===== src/rtl/dram_sched_pkg.sv =====
package dram_sched_pkg;

    typedef enum logic [1:0] {
        CMD_NONE = 2'b00,
        CMD_ACT  = 2'b01,
        CMD_PRE  = 2'b10,
        CMD_RD   = 2'b11
    } cmd_e;

endpackage


===== src/rtl/dram_bank_timer.sv =====
module dram_bank_timer #(
    parameter int ROW_W = 8,
    parameter int T_RCD = 3,
    parameter int T_RP  = 2
) (
    input  logic             clk,
    input  logic             rst_n,
    input  logic             issue_act,
    input  logic             issue_pre,
    input  logic [ROW_W-1:0] act_row,
    output logic             open_o,
    output logic [ROW_W-1:0] row_o,
    output logic             ready_o
);
    localparam int TMAX  = (T_RCD > T_RP) ? T_RCD : T_RP;
    localparam int TMR_W = $clog2(TMAX + 1);

    typedef struct packed {
        logic             open;
        logic [ROW_W-1:0] row;
        logic [TMR_W-1:0] tmr;
    } bank_st_t;

    bank_st_t st_d, st_q;

    always_comb begin
        st_d = st_q;
        if (issue_act) begin
            st_d.open = 1'b1;
            st_d.row  = act_row;
            st_d.tmr  = TMR_W'(T_RCD - 1);
        end else if (issue_pre) begin
            st_d.open = 1'b0;
            st_d.tmr  = TMR_W'(T_RP - 1);
        end else if (st_q.tmr != '0) begin
            st_d.tmr = st_q.tmr - 1'b1;
        end
    end

    always_ff @(posedge clk) begin
        if (!rst_n) st_q <= '0;
        else        st_q <= st_d;
    end

    assign open_o  = st_q.open;
    assign row_o   = st_q.row;
    assign ready_o = (st_q.tmr == '0);

    p_act_on_idle_r3: assert property (@(posedge clk) disable iff (!rst_n)
        issue_act |-> (!open_o && ready_o));
    p_pre_on_open_r4: assert property (@(posedge clk) disable iff (!rst_n)
        issue_pre |-> (open_o && ready_o));
    p_act_busy_after_r5: assert property (@(posedge clk) disable iff (!rst_n)
        (issue_act && T_RCD > 1) |=> !ready_o);
    p_pre_busy_after_r5: assert property (@(posedge clk) disable iff (!rst_n)
        (issue_pre && T_RP > 1) |=> !ready_o);
    p_act_opens_r3: assert property (@(posedge clk) disable iff (!rst_n)
        issue_act |=> (open_o && row_o == $past(act_row)));
endmodule


===== src/rtl/dram_req_queue.sv =====
module dram_req_queue #(
    parameter int DEPTH  = 8,
    parameter int BANK_W = 2,
    parameter int ROW_W  = 8,
    parameter int COL_W  = 6,
    parameter int AGE_W  = 16
) (
    input  logic                         clk,
    input  logic                         rst_n,
    input  logic                         enq_valid,
    input  logic [BANK_W-1:0]            enq_bank,
    input  logic [ROW_W-1:0]             enq_row,
    input  logic [COL_W-1:0]             enq_col,
    input  logic                         deq_valid,
    input  logic [$clog2(DEPTH)-1:0]     deq_idx,
    output logic                         full_o,
    output logic [DEPTH-1:0]             slot_valid,
    output logic [DEPTH-1:0][BANK_W-1:0] slot_bank,
    output logic [DEPTH-1:0][ROW_W-1:0]  slot_row,
    output logic [DEPTH-1:0][COL_W-1:0]  slot_col,
    output logic [DEPTH-1:0][AGE_W-1:0]  slot_age
);
    typedef struct packed {
        logic [DEPTH-1:0]             vld;
        logic [DEPTH-1:0][BANK_W-1:0] bank;
        logic [DEPTH-1:0][ROW_W-1:0]  row;
        logic [DEPTH-1:0][COL_W-1:0]  col;
        logic [DEPTH-1:0][AGE_W-1:0]  age;
        logic [AGE_W-1:0]             stamp;
    } q_st_t;

    q_st_t st_d, st_q;
    logic  accept;
    logic  placed;

    assign full_o = &st_q.vld;
    assign accept = enq_valid && !full_o;

    always_comb begin
        st_d   = st_q;
        placed = 1'b0;
        if (deq_valid) st_d.vld[deq_idx] = 1'b0;
        if (accept) begin
            for (int i = 0; i < DEPTH; i++) begin
                if (!placed && !st_q.vld[i]) begin
                    placed         = 1'b1;
                    st_d.vld[i]    = 1'b1;
                    st_d.bank[i]   = enq_bank;
                    st_d.row[i]    = enq_row;
                    st_d.col[i]    = enq_col;
                    st_d.age[i]    = st_q.stamp;
                end
            end
            st_d.stamp = st_q.stamp + 1'b1;
        end
    end

    always_ff @(posedge clk) begin
        if (!rst_n) st_q <= '0;
        else        st_q <= st_d;
    end

    assign slot_valid = st_q.vld;
    assign slot_bank  = st_q.bank;
    assign slot_row   = st_q.row;
    assign slot_col   = st_q.col;
    assign slot_age   = st_q.age;

    p_full_holds_r1: assert property (@(posedge clk) disable iff (!rst_n)
        (full_o && !deq_valid) |=> $stable(slot_valid));
    p_enq_grows_r1: assert property (@(posedge clk) disable iff (!rst_n)
        (accept && !deq_valid) |=> ($countones(slot_valid) == $past($countones(slot_valid)) + 1));
    p_deq_live_r2: assert property (@(posedge clk) disable iff (!rst_n)
        deq_valid |-> slot_valid[deq_idx]);
endmodule


===== src/rtl/dram_cmd_pick.sv =====
module dram_cmd_pick
    import dram_sched_pkg::*;
#(
    parameter int DEPTH     = 8,
    parameter int NUM_BANKS = 4,
    parameter int ROW_W     = 8,
    parameter int AGE_W     = 16,
    localparam int BANK_W   = $clog2(NUM_BANKS),
    localparam int IDX_W    = $clog2(DEPTH)
) (
    input  logic                            clk,
    input  logic                            rst_n,
    input  logic [DEPTH-1:0]                slot_valid,
    input  logic [DEPTH-1:0][BANK_W-1:0]    slot_bank,
    input  logic [DEPTH-1:0][ROW_W-1:0]     slot_row,
    input  logic [DEPTH-1:0][AGE_W-1:0]     slot_age,
    input  logic [NUM_BANKS-1:0]            bank_open,
    input  logic [NUM_BANKS-1:0][ROW_W-1:0] bank_row,
    input  logic [NUM_BANKS-1:0]            bank_ready,
    output logic                            pick_valid,
    output logic [IDX_W-1:0]                pick_idx,
    output cmd_e                            pick_cmd
);
    function automatic logic is_older(input logic [AGE_W-1:0] a, input logic [AGE_W-1:0] b);
        logic [AGE_W-1:0] diff;
        diff = a - b;
        return diff[AGE_W-1];
    endfunction

    logic [AGE_W-1:0] best_age;
    logic             best_rd;
    cmd_e             need;
    logic             take;

    always_comb begin
        pick_valid = 1'b0;
        pick_idx   = '0;
        pick_cmd   = CMD_NONE;
        best_age   = '0;
        best_rd    = 1'b0;
        need       = CMD_NONE;
        take       = 1'b0;
        for (int i = 0; i < DEPTH; i++) begin
            if (!bank_open[slot_bank[i]])                      need = CMD_ACT;
            else if (bank_row[slot_bank[i]] == slot_row[i])    need = CMD_RD;
            else                                               need = CMD_PRE;
            take = 1'b0;
            if (slot_valid[i] && bank_ready[slot_bank[i]]) begin
                if (!pick_valid)                             take = 1'b1;
                else if ((need == CMD_RD) != best_rd)        take = (need == CMD_RD);
                else                                         take = is_older(slot_age[i], best_age);
            end
            if (take) begin
                pick_valid = 1'b1;
                pick_idx   = IDX_W'(i);
                pick_cmd   = need;
                best_age   = slot_age[i];
                best_rd    = (need == CMD_RD);
            end
        end
    end

    p_pick_ready_r6: assert property (@(posedge clk) disable iff (!rst_n)
        pick_valid |-> (slot_valid[pick_idx] && bank_ready[slot_bank[pick_idx]]));
    p_idle_only_if_blocked_r6: assert property (@(posedge clk) disable iff (!rst_n)
        !pick_valid |-> ((slot_valid & {DEPTH{1'b1}}) == '0 || !bank_ready[slot_bank[0]] || !slot_valid[0]));
endmodule


===== src/rtl/dram_sched.sv =====
module dram_sched
    import dram_sched_pkg::*;
#(
    parameter int DEPTH     = 8,
    parameter int NUM_BANKS = 4,
    parameter int ROW_W     = 8,
    parameter int COL_W     = 6,
    parameter int AGE_W     = 16,
    parameter int T_RCD     = 3,
    parameter int T_RP      = 2,
    localparam int BANK_W   = $clog2(NUM_BANKS),
    localparam int IDX_W    = $clog2(DEPTH)
) (
    input  logic              clk,
    input  logic              rst_n,
    input  logic              req_valid,
    input  logic [BANK_W-1:0] req_bank,
    input  logic [ROW_W-1:0]  req_row,
    input  logic [COL_W-1:0]  req_col,
    output logic              req_full,
    output logic              cmd_valid,
    output logic [1:0]        cmd_type,
    output logic [BANK_W-1:0] cmd_bank,
    output logic [ROW_W-1:0]  cmd_row,
    output logic [COL_W-1:0]  cmd_col
);
    logic [DEPTH-1:0]                slot_valid;
    logic [DEPTH-1:0][BANK_W-1:0]    slot_bank;
    logic [DEPTH-1:0][ROW_W-1:0]     slot_row;
    logic [DEPTH-1:0][COL_W-1:0]     slot_col;
    logic [DEPTH-1:0][AGE_W-1:0]     slot_age;
    logic [NUM_BANKS-1:0]            bank_open;
    logic [NUM_BANKS-1:0][ROW_W-1:0] bank_row;
    logic [NUM_BANKS-1:0]            bank_ready;
    logic [NUM_BANKS-1:0]            issue_act;
    logic [NUM_BANKS-1:0]            issue_pre;
    logic                            pick_valid;
    logic [IDX_W-1:0]                pick_idx;
    cmd_e                            pick_cmd;
    logic                            deq_valid;

    dram_req_queue #(
        .DEPTH(DEPTH), .BANK_W(BANK_W), .ROW_W(ROW_W), .COL_W(COL_W), .AGE_W(AGE_W)
    ) u_queue (
        .clk(clk), .rst_n(rst_n),
        .enq_valid(req_valid), .enq_bank(req_bank), .enq_row(req_row), .enq_col(req_col),
        .deq_valid(deq_valid), .deq_idx(pick_idx),
        .full_o(req_full),
        .slot_valid(slot_valid), .slot_bank(slot_bank), .slot_row(slot_row),
        .slot_col(slot_col), .slot_age(slot_age)
    );

    dram_cmd_pick #(
        .DEPTH(DEPTH), .NUM_BANKS(NUM_BANKS), .ROW_W(ROW_W), .AGE_W(AGE_W)
    ) u_pick (
        .clk(clk), .rst_n(rst_n),
        .slot_valid(slot_valid), .slot_bank(slot_bank), .slot_row(slot_row), .slot_age(slot_age),
        .bank_open(bank_open), .bank_row(bank_row), .bank_ready(bank_ready),
        .pick_valid(pick_valid), .pick_idx(pick_idx), .pick_cmd(pick_cmd)
    );

    assign deq_valid = pick_valid && (pick_cmd == CMD_RD);

    for (genvar b = 0; b < NUM_BANKS; b++) begin : g_bank
        assign issue_act[b] = pick_valid && (pick_cmd == CMD_ACT) && (slot_bank[pick_idx] == BANK_W'(b));
        assign issue_pre[b] = pick_valid && (pick_cmd == CMD_PRE) && (slot_bank[pick_idx] == BANK_W'(b));
        dram_bank_timer #(
            .ROW_W(ROW_W), .T_RCD(T_RCD), .T_RP(T_RP)
        ) u_timer (
            .clk(clk), .rst_n(rst_n),
            .issue_act(issue_act[b]), .issue_pre(issue_pre[b]),
            .act_row(slot_row[pick_idx]),
            .open_o(bank_open[b]), .row_o(bank_row[b]), .ready_o(bank_ready[b])
        );
    end

    always_comb begin
        cmd_valid = pick_valid;
        cmd_type  = pick_valid ? pick_cmd : CMD_NONE;
        cmd_bank  = pick_valid ? slot_bank[pick_idx] : '0;
        cmd_row   = pick_valid ? slot_row[pick_idx]  : '0;
        cmd_col   = pick_valid ? slot_col[pick_idx]  : '0;
    end

    p_rd_on_hit_r2: assert property (@(posedge clk) disable iff (!rst_n)
        (cmd_valid && cmd_type == CMD_RD) |-> (bank_open[cmd_bank] && bank_row[cmd_bank] == cmd_row));
    p_single_cmd_r9: assert property (@(posedge clk) disable iff (!rst_n)
        $countones({issue_act, issue_pre, deq_valid}) <= 1);
    p_quiet_when_empty_r9: assert property (@(posedge clk) disable iff (!rst_n)
        (slot_valid == '0) |-> !cmd_valid);
endmodule


===== config.mk =====
export PLATFORM = sky130hd
export DESIGN_NAME = dram_sched
export DESIGN_NICKNAME = d
export VERILOG_FILES = /design/src/rtl/dram_sched_pkg.sv /design/src/rtl/dram_bank_timer.sv /design/src/rtl/dram_req_queue.sv /design/src/rtl/dram_cmd_pick.sv /design/src/rtl/dram_sched.sv
export SDC_FILE = /design/constraint.sdc
export NUM_CORES = 1
export LEC_CHECK = 0
export BUFFER_PORTS_ARGS = -buffer_cell sky130_fd_sc_hd__buf_2
export CAP_MARGIN = 40
export CORE_AREA = 5 5 230 232
export CTS_CLUSTER_DIAMETER = 200
export CTS_CLUSTER_SIZE = 8
export DETAILED_ROUTE_END_ITERATION = 12
export DIE_AREA = 0 0 235 237
export PLACE_DENSITY = 0.66
export SLEW_MARGIN = 0
export SYNTH_ARGS = -nofsm -noshare
export SYNTH_HDL_FRONTEND = slang
export SYNTH_HIERARCHICAL = 1
export SYNTH_SLANG_ARGS = --single-unit

===== constraint.sdc =====
create_clock -name clk -period 28.2 [get_ports clk]
set_input_delay 5.64 -clock clk [delete_from_list [all_inputs] [get_ports clk]]
set_output_delay 5.64 -clock clk [all_outputs]
set_load 0.005 [all_outputs]

# [After elaboration in Yosys (flattened, before gate mapping)]
# Index checks and enable logic that the tools add are counted.
[classes] add_sub_neg=12 multipliers=0 n_div=0 n_lt_le_gt_ge=10 n_eq_ne=29 shifts=0 n_mux=211 bitwise=4 reduce_logical=77
[op_table] op="280-bit two-way mux" count=1
[op_table] op="16-bit two-way mux" count=15
[op_table] op="8-bit two-way mux" count=19
[op_table] op="8-bit binary-select mux with 2-bit select" count=8
[op_table] op="16-bit subtractor" count=7
[op_table] op="1-bit two-way mux" count=93
[op_table] op="2-bit two-way mux" count=41
[op_table] op="8-bit equality test" count=8
[op_table] op="6-bit two-way mux" count=10
[op_table] op="1-bit binary-select mux with 2-bit select" count=16
[op_table] op="1-bit logical AND" count=28
[op_table] op="8-bit binary-select mux with 3-bit select" count=1
[op_table] op="2-bit equality test (second input constant)" count=12
[op_table] op="2-bit by 3-bit less-than comparator with 1-bit output (second input constant)" count=8
[op_table] op="2-bit nonzero test" count=12
[op_table] op="6-bit binary-select mux with 3-bit select" count=1
[op_table] op="16-bit by 1-bit adder with 16-bit output (second input constant)" count=1
[op_table] op="2-bit AND reduction" count=8
[op_table] op="1-bit zero test" count=15
[op_table] op="3-bit two-way mux" count=4
[op_table] op="3-bit nonzero test" count=4
[op_table] op="2-bit zero test" count=5
[op_table] op="8-bit AND" count=1
[op_table] op="8-bit inverter" count=1
[op_table] op="10 further kinds" count=24
[totals] reg_bits=324 latch_bits=0 mem_bits_rw=0 romBits=0 in_bits=19 output_inout_bits=20 wordCells=393 n_memories=0

# [Logic depth before layout (Yosys ltp)]
# Gate-level depths: netlist of run 1.
[logic_depth] depth_word=51 mapped_depth=122 depth_no_buf=112

# [Cells and area by module]
# The synthesis of run 1 kept the hierarchy.
[modules_own_cells] module="dram_req_queue" instances=1 cells_each=1495 area_per_inst_um2=11918.9
[modules_own_cells] module="dram_cmd_pick" instances=1 cells_each=890 area_per_inst_um2=7425.9
[modules_own_cells] module="dram_bank_timer" instances=4 cells_each=49 area_per_inst_um2=493.0
[modules_own_cells] module="dram_sched" instances=1 cells_each=89 area_per_inst_um2=1177.4

# [Least setup slack after synthesis of run 1]
# OpenSTA, ideal clock, no wires.
[synth_path] path_type="register to output" start="reg g_bank[3].u_timer/st_q[0] in the netlist's numbering" end="out cmd_row[1]" t_arrival_ps=20101 setup_slack_ps=2459 path_stages_with_launch=117 n_path_buf=9 path_cell_list="dfxtp_1 > inv_1 > ha_1 > mux2i_1 > o22ai_2 > clkbuf_1 > nand2_1 > ha_1 > a211oi_1 > nor2_1 > nor3_1 > a2111o_1 > nand3_1 > a21oi_2 > clkbuf_1 > nand2_1 > o21ai_0 > inv_1 > [81 not listed] > o21ai_0 > nand2b_1 > a21oi_1 > nor2b_1 > o21ai_0 > nand2b_1 > a21oi_1 > o211a_1 > o21ai_1 > or4_1 > nand4_1 > nor2_1 > o21ai_1 > buf_6 > buf_12 > mux4_1 > mux2_2 > and2_1"
[synth_via] elab_chain_cells=44 word_cells_on_any_way=93 cone_classes="add/sub: 7; eq/ne: 7; mux: 70; reduce/logical: 9"
[synth_lines] element="start: declaration" line_no="dram_bank_timer.sv:24" rtl="bank_st_t st_d, st_q;"
[synth_lines] element="start signal: assignment" line_no="dram_bank_timer.sv:42" rtl="else st_q <= st_d;"
[synth_lines] element="2-bit zero test *" line_no="dram_bank_timer.sv:47" rtl="assign ready_o = (st_q.tmr == '0);"
[synth_lines] element="via bank_ready[3]" line_no="dram_sched.sv:34" rtl="logic [NUM_BANKS-1:0] bank_ready;"
[synth_lines] element="1-bit binary-select mux with 2-bit select" line_no="dram_cmd_pick.sv:48" rtl="if (slot_valid[i] && bank_ready[slot_bank[i]]) begin"
[synth_lines] element="1-bit two-way mux (implied by the code)" line_no="dram_cmd_pick.sv:48"
[synth_lines] element="1-bit logical AND" line_no="dram_cmd_pick.sv:48"
[synth_lines] element="1-bit two-way mux" line_no="dram_cmd_pick.sv:48"
[synth_lines] element="16-bit two-way mux or 1-bit two-way mux (tied branches)" line_no="dram_cmd_pick.sv:53" rtl="if (take) begin"
[synth_lines] element="16-bit subtractor or 1-bit != test (tied branches)" line_no="dram_cmd_pick.sv:26, dram_cmd_pick.sv:50"
[synth_lines] element="[30 not listed]"
[synth_lines] element="1-bit two-way mux" line_no="dram_cmd_pick.sv:50" rtl="else if ((need == CMD_RD) != best_rd) take = (need == CMD_RD);"
[synth_lines] element="1-bit two-way mux" line_no="dram_cmd_pick.sv:49" rtl="if (!pick_valid) take = 1'b1;"
[synth_lines] element="1-bit two-way mux" line_no="dram_cmd_pick.sv:48"
[synth_lines] element="3-bit two-way mux *" line_no="dram_cmd_pick.sv:53"
[synth_lines] element="via pick_idx[0]" line_no="dram_sched.sv:38" rtl="logic [IDX_W-1:0] pick_idx;"
[synth_lines] element="8-bit binary-select mux with 3-bit select *" line_no="dram_sched.sv:81" rtl="cmd_row = pick_valid ? slot_row[pick_idx] : '0;"
[synth_lines] element="8-bit two-way mux (implied by the code) *" line_no="dram_sched.sv:81"
[synth_lines] element="8-bit two-way mux *" line_no="dram_sched.sv:81"
[synth_lines] element="end: declaration" line_no="dram_sched.sv:24" rtl="output logic [ROW_W-1:0] cmd_row,"
# The timed path passes the listed nets; every way through them passes the cells marked *. The select of a mux whose other input is x is not followed.

# [Worst setup path in the final report of run 1]
[layout_path] start="reg g_bank[1].u_timer/st_q[0] in the netlist's numbering" end="out cmd_row[0]"
[layout_via] elab_chain_cells=44 word_cells_on_any_way=93 cone_classes="add/sub: 7; eq/ne: 7; mux: 70; reduce/logical: 9"
[layout_lines] element="start: declaration" line_no="dram_bank_timer.sv:24"
[layout_lines] element="start signal: assignment" line_no="dram_bank_timer.sv:42"
[layout_lines] element="2-bit zero test *" line_no="dram_bank_timer.sv:47"
[layout_lines] element="via bank_ready[1]" line_no="dram_sched.sv:34"
[layout_lines] element="1-bit binary-select mux with 2-bit select" line_no="dram_cmd_pick.sv:48"
[layout_lines] element="1-bit two-way mux (implied by the code)" line_no="dram_cmd_pick.sv:48"
[layout_lines] element="1-bit logical AND" line_no="dram_cmd_pick.sv:48"
[layout_lines] element="1-bit two-way mux" line_no="dram_cmd_pick.sv:48"
[layout_lines] element="16-bit two-way mux or 1-bit two-way mux (tied branches)" line_no="dram_cmd_pick.sv:53"
[layout_lines] element="16-bit subtractor or 1-bit != test (tied branches)" line_no="dram_cmd_pick.sv:26, dram_cmd_pick.sv:50"
[layout_lines] element="[30 not listed]"
[layout_lines] element="1-bit two-way mux" line_no="dram_cmd_pick.sv:50"
[layout_lines] element="1-bit two-way mux" line_no="dram_cmd_pick.sv:49"
[layout_lines] element="1-bit two-way mux" line_no="dram_cmd_pick.sv:48"
[layout_lines] element="3-bit two-way mux *" line_no="dram_cmd_pick.sv:53"
[layout_lines] element="via pick_idx[0]" line_no="dram_sched.sv:38"
[layout_lines] element="8-bit binary-select mux with 3-bit select *" line_no="dram_sched.sv:81"
[layout_lines] element="8-bit two-way mux (implied by the code) *" line_no="dram_sched.sv:81"
[layout_lines] element="8-bit two-way mux *" line_no="dram_sched.sv:81"
# Marked as above.

==> reports/metrics.csv, run 1 <==
stage;metric;value;unit
flow_run;max-capacitance violation count;0;
clock_tree;worst skew pair latency;560;ps
logic_synthesis;Avg Cell Area, Syn;8.425;um2
pwr;LEAKAGE;7.570;nW
pwr;internal power;0.8271;mW
logic_synthesis;share of the synthesized area in the top cell type;28.84;%
grt;first-pass GRT wire length;99.58;mm
sta;Slew Limit Fails;0;
place;placed cell area;20970;um2
critical_path;highest cell delay on the worst timing path;560;ps
logic_synthesis;Post-synth EDFFs;0;
floorplanning;die area;55700;um2
floorplanning;Initial Utilization;44.29;%
critical_path;path depth of the worst reg2reg path;112;
drt;via count;17700;
grt;antenna violations before repair;0;
critical_path;crit path DAT;21080;ps
sta;worst slew pin tran;962.7;ps
logic_synthesis;Post-Syn Nets;2792;
place;IO Port Bufs;38;
final_layout;Multi-input gate area;12910;um2
min_path;Min-Delay Path Class;flop to flop;
clock_tree;# clock sinks;324;
drt;total routed wirelength;63.46;mm
logic_synthesis;cell taking the most area after synthesis;dfxtp_1;
critical_path;Worst setup SP type;flop;
sta;fmax;37.43;MHz
logic_synthesis;Top FF cell, synth;dfxtp_1;
sta;Worst Skew;15.09;ps
pwr;peak supply drop;0.03624;mV
grt;vias in the first global route;17800;
logic_synthesis;xor/xnor share of the synthesized area;3.154;%
status;status;finished clean;
logic_synthesis;post-synthesis adder-cell area fraction;5.774;%
logic_synthesis;sequential area share after synthesis;28.84;%
critical_path;r2r endpoint;g_bank[2].u_timer/row_o[0];
sta;Final Hold Fails;0;
sta;Final min period;26720;ps
logic_synthesis;simple-gate share of the synthesized area;17.59;%
logic_synthesis;Syn. warnings;6;
logic_synthesis;mapped cell area;22490;um2
place;DP Cell Count;2967;
logic_synthesis;#FFs+latches synth;324;
grt;Total GRT Usage;22.11;%
pwr;Clock Power Share;44.2;%
clock_tree;root buf cell;clkbuf_16;
final_layout;Layout area overhead;-0.1670;%
drt;Post-DRT Antenna Nets;0;
logic_synthesis;unique cell type count in the Yosys netlist;89;
clock_tree;CTS H-tree lvls;2;
logic_synthesis;fraction of registers with async set/reset;0;%
floorplanning;die height;237;um
critical_path;R2R setup slack;7040;ps
logic_synthesis;most frequent cell after synthesis;nand2_1;
drt;average wire per cell in the routed design;20.95;um
logic_synthesis;Compound-Gate Fraction of Synth Area;13.81;%
sta;setup violators final;0;
final_layout;diodes inserted;0;
sta;setup_tns;0;ps
floorplanning;num ports;39;
critical_path;critical path startpoint;g_bank[1].u_timer/st_q[0];
sta;Max-slew headroom;35.82;%
floorplanning;Die Width;235;um
logic_synthesis;Cells after Synth;2670;
place;RePlAce Congestion;0.9159;
final_layout;Design Area, Final;22460;um2
floorplanning;Std-Cell Rows;83;
grt;largest net degree at the start of global routing;113;
critical_path;CP dominant cell by count;o21ai_0;
drt;drt via density;5.843;
critical_path;required time of the worst setup path;22560;ps
pwr;Overall Power;1.119;mW
final_layout;Fillers;4883;
final_layout;Final Non-Filler Cells;3029;
critical_path;path type of the worst setup path;flop to output pin;
logic_synthesis;largest cells by area after synthesis;dfxtp_1 29%, mux4_2 11%, buf_4 10%;
clock_tree;Hold-fix buffers, CTS;0;
clock_tree;Longest Clk Path Bufs;3;
floorplanning;CORE AREA;50780;um2
clock_tree;cts bufs inserted;46;
drt;# DRC;0;
pwr;Logic pwr share;13.2;%
clock_tree;CTS tree;done;
pwr;Net Sw Power;0.2914;mW
sta;Hold Slack;455.8;ps
logic_synthesis;commonest cells in the netlist;500 x nand2_1, 324 x dfxtp_1, 303 x buf_4;
final_layout;register area;6486;um2
final_layout;layout cells sized above 1;14.69;%
critical_path;slowest stage cell, crit path;mux4_2;
logic_synthesis;post-synthesis mux area share;16.15;%
drt;First DRT Iteration DRCs;1630;
sta;Period Utilization, post-route;94.75;%
pwr;sequential share of power;42.6;%
critical_path;Critical Path Sink;cmd_row[0];
clock_tree;clock slew seen by the registers of the worst setup and hold paths;50;ps
place;hpwl dp;46.22;mm
pwr;Power Density;49.81;nW/um2
drt;Pre-antenna DRT Iters;8;
critical_path;R2R Path Start;g_bank[1].u_timer/st_q[0];
pwr;sw frac;26.05;%
critical_path;CP max FO;13;
final_layout;# nets final;2470;
logic_synthesis;largest family of logic cells by synthesized area;simple AND/OR/NAND/NOR gates;
critical_path;crit path capture type;output pin;
grt;Congestion Overflow GR;0;
-- cell type report --
cell class              instances  area share, %
clock inverters                 2         0.1727
multi-input cells            1799          57.47
repair buffers                 85          2.886
well taps                     680          3.789
clock buffers                  47          5.237
flip-flops and latches        324          28.88
inverters                      92          1.560
-- sequential cells by signal, indices dropped and copies added (netlist names) --
| register | count |
|---|---|
| u_queue/slot_age | 128 |
| u_queue/slot_row | 64 |
| u_queue/slot_col | 48 |
| g_bank.u_timer/row_o | 32 |
| u_queue/slot_bank | 16 |
| u_queue/st_q | 16 |
| g_bank.u_timer/st_q | 8 |
| u_queue/slot_valid | 8 |
| g_bank.u_timer/open_o | 4 |
-- power by group through the flow --
stage	registers (mW)	logic (mW)	clock network (mW)
2_1_floorplan	0.480	0.106	0
3_3_place_gp	0.485	0.131	0
3_5_place_dp	0.486	0.137	0
4_1_cts	0.476	0.139	0.508
5_1_grt	0.477	0.158	0.524
6_report	0.477	0.147	0.495
-- routing by layer --
metal	global-route usage, %	vias up	share of wire, %
met5	0	-	0
met4	10.35	0	4.8
met3	2.935	177	5.9
met2	39.47	640	50
met1	26.41	8543	40
li1	-	8338	-
-- logic make-up after synthesis --
| logic type | count (synthesis) |
|---|---|
| AOI/OAI and AO/OA | 532 |
| xor gates and xnor gates | 81 |
| adders and majority gates | 104 |
| buffers and inverters | 547 |
| DFF | 324 |
| muxes | 218 |
| and+or+nand+nor | 864 |
-- worst min-delay path by stage --
stage                          start               endpoint  slack (ps)  depth (start not counted)
2_1_floorplan  u_queue/slot_bank[12]  u_queue/slot_bank[12]         430                          2
3_3_place_gp     u_queue/slot_col[1]    u_queue/slot_col[1]         440                          2
3_5_place_dp    u_queue/slot_col[14]   u_queue/slot_col[14]         450                          2
4_1_cts         u_queue/slot_col[14]   u_queue/slot_col[14]         460                          2
5_1_grt         u_queue/slot_col[18]   u_queue/slot_col[18]         470                          2
6_report        u_queue/slot_col[14]   u_queue/slot_col[14]         460                          2
-- cells in the final DEF (no fill, tap or decap), types with 8 or more instances in the layout --
master	instances
nor3_2	9
buf_2	37
a21oi_1	264
xnor2_1	71
mux4_2	109
xor2_1	10
clkbuf_16	47
dfxtp_1	324
inv_1	86
nand2_1	499
buf_4	36
nand4_1	37
nor2b_1	34
nor2_1	89
nand3_1	74
o21ai_0	93
mux2_2	26
ha_1	99
or4_1	8
a211oi_1	16
and2_1	26
o21a_1	9
o31ai_1	14
o21ai_1	44
nand2b_1	17
mux2i_1	72
nor3_1	9
a21o_1	20
-- critical path: cells and delay by family, from the launching register on --
kind / cells / cell delay (ps)
AO/OA/AOI/OAI: 52 / 9750
AND/OR/NAND/NOR: 34 / 4540
adder cells (fa/ha/maj): 8 / 2350
multiplexers: 7 / 2340
buffers and inverters: 8 / 1020
flip-flops: 1 / 320
XOR/XNOR: 1 / 150
-- per-stage QoR --
stage	setup slack, ps	utilization [%]
5_1_grt	-65.16	44.22
4_1_cts	115.9	43.77
2_1_floorplan	2459	-
6_report	1481	44.22
3_5_place_dp	82.37	41.30
3_3_place_gp	959.3	41.06
-- repair_timing --
action                                  CTS  global route
pin swaps                                 2             4
setup buffers                             3            10
gates resized for setup                   4            47
endpoints found under the setup margin   16            18
No activity file was read; power rests on OpenSTA's default activity.
==> run 2, diff against run 1 <==
RECOVER_POWER = 100   (was default)
==> run 2 against run 1 <==
Against the previous run:
- the flow now finishes with violations (capacitance limit, slew limit)
- die area stayed put
- sequential power is essentially flat
- power fell by 0.11%
- critical path depth decreased by 1
- via count hardly changed
- utilization fell by 0.19 points
- global-route usage unchanged
- worst setup slack improved by 8.5 ps
- first-iteration DRC count decreased by 5.9%
- critical path type unchanged
- largest cell class unchanged
==> reports/metrics.csv, run 2 (same netlist as run 1, synthesis figures left out) <==
stage;metric;value;unit
pwr;Overall Power;1.117;mW
critical_path;path type of the worst setup path;flop to output pin;
critical_path;Worst setup SP type;flop;
critical_path;required time of the worst setup path;22560;ps
drt;via count;17700;
place;RePlAce Congestion;0.9159;
pwr;peak supply drop;0.03656;mV
pwr;Clock Power Share;44.2;%
pwr;LEAKAGE;7.499;nW
sta;Period Utilization, post-route;94.72;%
sta;Final Hold Fails;0;
critical_path;path depth of the worst reg2reg path;111;
drt;# DRC;0;
place;IO Port Bufs;38;
clock_tree;cts bufs inserted;46;
critical_path;r2r endpoint;g_bank[2].u_timer/row_o[0];
critical_path;R2R Path Start;g_bank[1].u_timer/st_q[0];
flow_run;max-capacitance violation count;5;
final_layout;layout cells sized above 1;13.84;%
min_path;hold path start;u_queue/slot_col[44];
status;failing checks;capacitance limit, slew limit;
sta;Slew Limit Fails;333;
grt;antenna violations before repair;0;
final_layout;Fillers;4911;
grt;Total GRT Usage;22.11;%
pwr;sw frac;26.02;%
critical_path;slowest stage cell, crit path;mux4_2;
critical_path;crit path capture type;output pin;
critical_path;highest cell delay on the worst timing path;560;ps
critical_path;R2R setup slack;6610;ps
sta;Final min period;26710;ps
final_layout;diodes inserted;0;
sta;setup violators final;0;
grt;first-pass GRT wire length;99.58;mm
status;status;complete, but fails checks;
drt;Post-DRT Antenna Nets;0;
floorplanning;die height;237;um
sta;Max-slew headroom;-137.9;%
final_layout;commonest non-fill, non-tap cell in the layout;nand2_1;
drt;Pre-antenna DRT Iters;6;
final_layout;# nets final;2470;
clock_tree;root buf cell;clkbuf_16;
pwr;Logic pwr share;13.1;%
clock_tree;Hold-fix buffers, CTS;0;
clock_tree;CTS H-tree lvls;2;
floorplanning;Initial Utilization;44.29;%
min_path;Min-Delay Path Class;flop to flop;
final_layout;Design Area, Final;22360;um2
sta;fmax;37.44;MHz
clock_tree;# clock sinks;324;
place;hpwl dp;46.22;mm
pwr;sequential share of power;42.7;%
pwr;Power Density;49.98;nW/um2
critical_path;CP max FO;13;
final_layout;max reg flops;128;
final_layout;Layout area overhead;-0.6063;%
clock_tree;worst skew pair latency;560;ps
min_path;Hold Crit Depth;2;
clock_tree;CTS tree;done;
grt;vias in the first global route;17800;
drt;total routed wirelength;63.60;mm
floorplanning;Die Width;235;um
sta;Worst Skew;15.92;ps
clock_tree;Longest Clk Path Bufs;3;
final_layout;most frequent cells in the layout;499 x nand2_1, 324 x dfxtp_1, 264 x a21oi_1;
drt;average wire per cell in the routed design;21.00;um
critical_path;CP dominant cell by count;o21ai_0;
grt;Congestion Overflow GR;0;
place;placed cell area;20970;um2
pwr;internal power;0.8266;mW
floorplanning;die area;55700;um2
critical_path;crit path DAT;21070;ps
min_path;hold endpoint;u_queue/slot_col[44];
drt;First DRT Iteration DRCs;1534;
drt;drt via density;5.844;
grt;largest net degree at the start of global routing;113;
floorplanning;num ports;39;
floorplanning;Std-Cell Rows;83;
pwr;Net Sw Power;0.2907;mW
floorplanning;CORE AREA;50780;um2
sta;worst slew pin tran;3549;ps
clock_tree;clock slew seen by the registers of the worst setup and hold paths;50;ps
[run 2: timing repair]
item | 4_1_cts | 5_1_grt
resized for setup | 4 | 47
setup endpoints to repair | 16 | 18
pin swaps | 2 | 4
setup buffers | 3 | 10
[run 2: worst max-delay path: cells and delay by family (launching register included)]
kind | cells | cell delay, ps
AOI/OAI and AO/OA | 51 | 9660
xor gates and xnor gates | 1 | 150
adders and majority gates | 8 | 2370
buffers and inverters | 8 | 1040
DFF | 1 | 320
muxes | 7 | 2350
and+or+nand+nor | 34 | 4590
[run 2: layer usage]
layer | wire length, um | up-vias | global-route usage (%)
li1 | - | 8345 | -
met1 | 25050 | 8553 | 26.41
met2 | 31570 | 628 | 39.47
met3 | 3918 | 176 | 2.935
met4 | 3056 | 0 | 10.35
met5 | 0 | - | 0
[run 2: worst max-delay path by stage]
| stage | from | endpoint | slack, ps | cells past startpoint |
|---|---|---|---|---|
| 6_report | g_bank[1].u_timer/st_q[0] | cmd_row[1] | 1490 | 109 |
| 5_1_grt | g_bank[1].u_timer/st_q[0] | cmd_row[0] | -70 | 109 |
| 4_1_cts | g_bank[1].u_timer/st_q[0] | cmd_col[5] | 120 | 106 |
| 3_5_place_dp | g_bank[1].u_timer/st_q[0] | cmd_bank[0] | 80 | 102 |
| 3_3_place_gp | g_bank[3].u_timer/st_q[0] | cmd_col[5] | 960 | 108 |
| 2_1_floorplan | g_bank[3].u_timer/st_q[0] | cmd_row[1] | 2460 | 116 |
[run 2: cell type report]
type	count	area (um2)	share of cell area, %
clock buffers	47	1176	5.261
clock inverters	2	38.79	0.1735
inverters	92	346.6	1.550
multi-input cells	1799	12870	57.57
flip-flops and latches	324	6486	29.01
well taps	680	850.8	3.805
repair buffers	85	588.1	2.630
[run 2: metrics by stage]
step | hold slack (ps) | std cells | setup WS [ps] | util [%] | TNS [ps]
3_3_place_gp | 438.6 | 2959 | 959.3 | 41.06 | 0
3_5_place_dp | 448.5 | 2967 | 82.37 | 41.30 | 0
6_report | 454.0 | 3029 | 1489 | 44.03 | 0
5_1_grt | 466.8 | 3029 | -72.12 | 44.03 | -351.5
2_1_floorplan | 432.2 | 2670 | 2459 | - | 0
4_1_cts | 455.1 | 3019 | 115.9 | 43.77 | 0
[run 2: power by group through the flow]
stage / registers, mW / logic (mW) / clock network, mW
6_report: 0.477 / 0.146 / 0.494
5_1_grt: 0.477 / 0.157 / 0.524
4_1_cts: 0.476 / 0.139 / 0.508
3_5_place_dp: 0.486 / 0.137 / 0
3_3_place_gp: 0.485 / 0.131 / 0
2_1_floorplan: 0.480 / 0.106 / 0
